`src/rtl/chan_irq_agg.sv`:
```
`timescale 1ns/1ps
module chan_irq_agg #(
  parameter int NCH = 8,
  localparam int AW = $clog2(2*NCH+2)
) (
  input  logic           clk,
  input  logic           rst_n,
  input  logic [NCH-1:0] ev_rx_trig,
  input  logic [NCH-1:0] ev_tx_empty,
  input  logic [NCH-1:0] ev_rx_special,
  input  logic [NCH-1:0] mdm_cd,
  input  logic [NCH-1:0] mdm_cts,
  input  logic [NCH-1:0] mdm_dsr,
  input  logic           reg_wr,
  input  logic           reg_rd,
  input  logic [AW-1:0]  reg_addr,
  input  logic [7:0]     reg_wdata,
  output logic [7:0]     reg_rdata,
  output logic           host_irq
);
  localparam logic [AW-1:0] A_GRP = AW'(2*NCH);
  localparam logic [AW-1:0] A_CTL = AW'(2*NCH+1);
  localparam logic [7:0]    EN_MASK = 8'h17;

  logic [NCH-1:0][5:0] id_q;
  logic [NCH-1:0][7:0] en_q;
  logic [NCH-1:0][2:0] sy1_q, sy2_q, sy3_q;
  logic [NCH-1:0]      active;
  logic                gen_q, rst_all_q, irq_q;

  wire ctl_wr  = reg_wr && (reg_addr == A_CTL);
  wire eoi_wr  = ctl_wr && reg_wdata[2];
  wire hold_rs = rst_all_q || (ctl_wr && reg_wdata[7]);

  for (genvar c = 0; c < NCH; c++) begin : g_ch
    wire [2:0] line   = {mdm_cd[c], mdm_cts[c], mdm_dsr[c]};
    wire [2:0] chg    = sy2_q[c] ^ sy3_q[c];
    wire [5:0] set_v  = {ev_rx_trig[c], ev_tx_empty[c], ev_rx_special[c], chg};
    wire       clr    = reg_rd && (reg_addr == AW'(c));
    wire       en_wr  = reg_wr && (reg_addr == AW'(NCH + c));
    wire [5:0] gate_v = {en_q[c][1], en_q[c][4], en_q[c][2], {3{en_q[c][0]}}};

    always_ff @(posedge clk or negedge rst_n)
      if (!rst_n) begin
        sy1_q[c] <= '0;
        sy2_q[c] <= '0;
        sy3_q[c] <= '0;
      end else begin
        sy1_q[c] <= line;
        sy2_q[c] <= sy1_q[c];
        sy3_q[c] <= sy2_q[c];
      end

    always_ff @(posedge clk or negedge rst_n)
      if (!rst_n)       id_q[c] <= '0;
      else if (hold_rs) id_q[c] <= '0;
      else              id_q[c] <= (clr ? 6'd0 : id_q[c]) | set_v;

    always_ff @(posedge clk or negedge rst_n)
      if (!rst_n)       en_q[c] <= '0;
      else if (hold_rs) en_q[c] <= '0;
      else if (en_wr)   en_q[c] <= reg_wdata & EN_MASK;

    assign active[c] = |(id_q[c] & gate_v);
  end

  always_ff @(posedge clk or negedge rst_n)
    if (!rst_n) begin
      gen_q     <= 1'b0;
      rst_all_q <= 1'b0;
    end else if (ctl_wr) begin
      gen_q     <= reg_wdata[3];
      rst_all_q <= reg_wdata[7];
    end

  always_ff @(posedge clk or negedge rst_n)
    if (!rst_n)                 irq_q <= 1'b0;
    else if (eoi_wr || !gen_q)  irq_q <= 1'b0;
    else if (|active)           irq_q <= 1'b1;

  assign host_irq = irq_q;

  always_comb begin
    reg_rdata = 8'h00;
    for (int c = 0; c < NCH; c++) begin
      if (reg_addr == AW'(c))       reg_rdata = {2'b00, id_q[c]};
      if (reg_addr == AW'(NCH + c)) reg_rdata = en_q[c];
    end
    if (reg_addr == A_GRP) reg_rdata = 8'(active);
    if (reg_addr == A_CTL) reg_rdata = {rst_all_q, 3'b000, gen_q, 3'b000};
  end
endmodule

```
`config.mk`:
```
export PLATFORM = sky130hd
export DESIGN_NAME = chan_irq_agg
export DESIGN_NICKNAME = d
export VERILOG_FILES = /design/src/rtl/chan_irq_agg.sv
export SDC_FILE = /design/constraint.sdc
export NUM_CORES = 1
export LEC_CHECK = 0
export ABC_AREA = 1
export BUFFER_PORTS_ARGS = -buffer_cell sky130_fd_sc_hd__buf_2
export CAP_MARGIN = 5
export CORE_MARGIN = 8
export CORE_UTILIZATION = 54
export CTS_BUF_LIST = sky130_fd_sc_hd__clkbuf_8
export DETAILED_ROUTE_END_ITERATION = 6
export HOLD_SLACK_MARGIN = 0.12
export PLACE_DENSITY = 0.81
export SETUP_SLACK_MARGIN = 0.5
export SYNTH_ARGS = -nofsm -noshare
export SYNTH_HDL_FRONTEND = slang
export SYNTH_SLANG_ARGS = --single-unit
```
`constraint.sdc`:
```
create_clock -name clk -period 1.6 [get_ports clk]
set_clock_uncertainty 0.05 [all_clocks]
set_input_delay 0.16 -clock clk [delete_from_list [all_inputs] [get_ports clk]]
set_output_delay 0.16 -clock clk [all_outputs]
set_load 0.02 [all_outputs]
```
==> results.json <==
{
  "critical_path_class": "reg2out",
  "area_growth_pct": 51.7,
  "start_util": 0.554,
  "yosys_warnings": 0,
  "drc": 0,
  "synth-seq-cells": 155,
  "end_kind": "output pin",
  "switching_power_mw": 4.21,
  "nNetsFinal": 950,
  "dr_total_vias": 5754,
  "syn-cell-area_sq_mm": 0.00635,
  "startpoint_type": "register",
  "cts_buffers": 17,
  "fmax_ghz": 0.436,
  "root_buffer": "clkbuf_8",
  "holdWs_ns": 0.0772,
  "fin_ws_ns": -0.691,
  "grt.met2_usage": 0.417,
  "clkLatencyLatePin_ns": 0.47,
  "clockPowerShare": 0.244,
  "power_switching_share": 0.351,
  "clk_path_buf_depth": 2,
  "status": "finished with violations",
  "grt_pass1_wl_um": 31300,
  "leakagePower_nw": 4.38,
  "tightest_slew_ns": 0.388,
  "path_buf_inv": 4,
  "cts_max_level": 4,
  "clkTransAtPathRegs_ns": 0.09,
  "die_x_um": 124,
  "grt_use_met1": 0.304,
  "synth_edf_count": 0,
  "drt_first_iter_violations": 524,
  "crit_required_ns": 1.39,
  "grt_overflow": 0,
  "cp_max_fo": 2,
  "antenna_left": 0,
  "n_fill_cell": 610,
  "row_count": 39,
  "maxCapViolCount": 0,
  "cts_tree": "built",
  "avgSynthCellArea_sq_um": 10.0,
  "seqPwrFrac": 0.440,
  "layout_commonest_cell": "dfrtp_1",
  "clock_sinks": 155,
  "rsz0062_at_grt": "yes",
  "chipHeight_um": 124,
  "regArea_sq_mm": 0.00388,
  "synthCells": 635,
  "wl_per_cell_um": 19.2,
  "drt_first_pass_iters": 6,
  "io_pins": 74,
  "place_hpwl_um": 12400,
  "hold_violations": 0,
  "syn-num-nets": 700,
  "period_minus_slack_ns": 2.29,
  "grt_max_degree": 65,
  "slew_headroom": 0.739,
  "ys.flop_type": "dfrtp_1",
  "grt.busiest_layer": "met2",
  "antenna_found_initial": 0,
  "fin_cells": 1041,
  "p_int_mw": 7.78,
  "io_buffers": 71,
  "async_flop_share": 1.00,
  "finalSetupViolations": 9,
  "fp.coreArea_sq_mm": 0.0115,
  "maxSlewViolCount": 0,
  "ir_worst_vdd_v": 0.00124,
  "dieArea_sq_mm": 0.0155,
  "hp-class": "in2async",
  "critPathTopFamily": "compound AO/OA/AOI/OAI gates",
  "most-common-layout-cells": "dfrtp_1, nand2_1, buf_4, a21oi_1, nor2_4",
  "gp_congestion": 0.944,
  "finalCritPeriodShare": 1.43,
  "multiInputGateArea_sq_mm": 0.00285,
  "crit_top_cell": "buf_4",
  "dp_cells": 926,
  "fin_util": 0.840,
  "viasPerCell": 5.53,
  "yosysSeqAreaShare": 0.611,
  "antenna_cells": 0,
  "r2r_slack_ns": -0.24,
  "grt_usage": 0.257,
  "grt_pass1_vias": 6080,
  "wirelength_um": 20000,
  "grt_util_met3": 0.0728,
  "critPathSlowestCell": "dfrtp_1",
  "slowest_delay_ns": 0.41,
  "drive_gt1_frac": 0.398,
  "yosys.cell_types.count": 37,
  "p_per_area_mw_per_mm2": 1240,
  "worstPathCellList": "buf_4 > buf_4 > o31ai_4 > o2111ai_2 > o221ai_2 > buf_4 > a21oi_4 > buf_6",
  "violations": "setup timing",
  "worstPathArrival_ns": 2.08,
  "combPwrFrac": 0.316
}
[what timing repair did]
action | in CTS | in global routing
pin swaps | 37 | 35
cloned | 4 | 0
setup buffers | 16 | 7
resized for setup | 129 | 53
hold endpoints to repair | 238 | 31
hold buffers | 56 | 1
endpoints found under the setup margin | 91 | 92
[cell usage after synthesis, types with 3 or more instances]
cell type / n / area, sq um
o31ai_1: 3 / 22.5
buf_4: 6 / 45.0
nor2_1: 66 / 248
a21oi_1: 67 / 335
xor2_1: 24 / 210
o21ai_1: 24 / 120
inv_2: 5 / 18.8
nand3_1: 16 / 80.1
nor3_1: 9 / 45.0
or2_0: 3 / 18.8
inv_4: 3 / 18.8
nand4_1: 11 / 68.8
a221oi_1: 4 / 35.0
dfrtp_1: 155 / 3880
nor2_4: 7 / 78.8
nand2_1: 137 / 514
inv_1: 41 / 154
o21ai_0: 20 / 100
a21oi_4: 9 / 146
[kinds of logic after synthesis]
logic type             count (synthesis)  share of synthesized area
multiplexers                           1                    0.00177
flip-flops                           155                      0.611
AO/OA/AOI/OAI                        136                      0.132
XOR/XNOR                              24                     0.0331
AND/OR/NAND/NOR                      261                      0.180
buffers and inverters                 58                     0.0420
[flip-flops by register name, summed over array words and instances, names as in the netlist]
register   cells
rst_all_q      1
gen_q          1
sy2_q         24
id_q          48
sy1_q         24
host_irq       1
en_q          32
sy3_q         24
[power by group through the flow]
stage	Sequential [mW]	Combinational (mW)	Clock, mW
detailed placement	5.28	2.51	0
floorplan	5.09	1.35	0
CTS	5.22	3.38	2.94
global placement	5.24	2.44	0
finish	5.28	3.78	2.92
global route	5.34	4.04	3.11
[worst reg2reg max path, cell delays in order, from the launching register on]
cell       delay [ns]
dfrtp_1          0.41
buf_4            0.15
buf_4            0.14
o31ai_4          0.21
o2111ai_2        0.20
buf_4            0.19
buf_4            0.12
nor3b_2          0.15
a31oi_1          0.09
[path summary, 6_finish.rpt]
kind | startpoint | end | cells past startpoint
max | id_q[6] | reg_rdata[1] | 8
min | rst_n | sy3_q[12] | 2
max reg2reg | id_q[6] | host_irq | 8
min reg2reg | sy1_q[19] | sy2_q[19] | 0
max in group asynchronous | rst_n | id_q[42] | 3
min in group clk | reg_wdata[7] | rst_all_q | 4
[cell type report]
cell class / instances / share of cell area
sequential: 155 / 0.403
multi-input combinational: 422 / 0.296
tap: 143 / 0.0186
clock buffer: 17 / 0.0243
clock inverter: 15 / 0.0165
timing repair buffer: 240 / 0.221
inverter: 49 / 0.0209
[through the flow]
stage	setup slack [ns]	instance area (sq um)	setup TNS (ns)	power (mW)
floorplan	0.149	6510	0	6.44
global placement	-0.360	7710	-12.02	7.68
detailed placement	-0.397	7710	-17.65	7.79
CTS	-0.680	9360	-3.75	11.5
global route	-0.796	9630	-4.62	12.5
finish	-0.691	9630	-3.86	12.0
[layer usage]
layer	part of all wire	up-vias
li1	-	2610
met1	0.40	2813
met2	0.49	253
met3	0.069	78
met4	0.043	0
met5	0	-
Note: power is estimated with default switching activity, not from simulation.
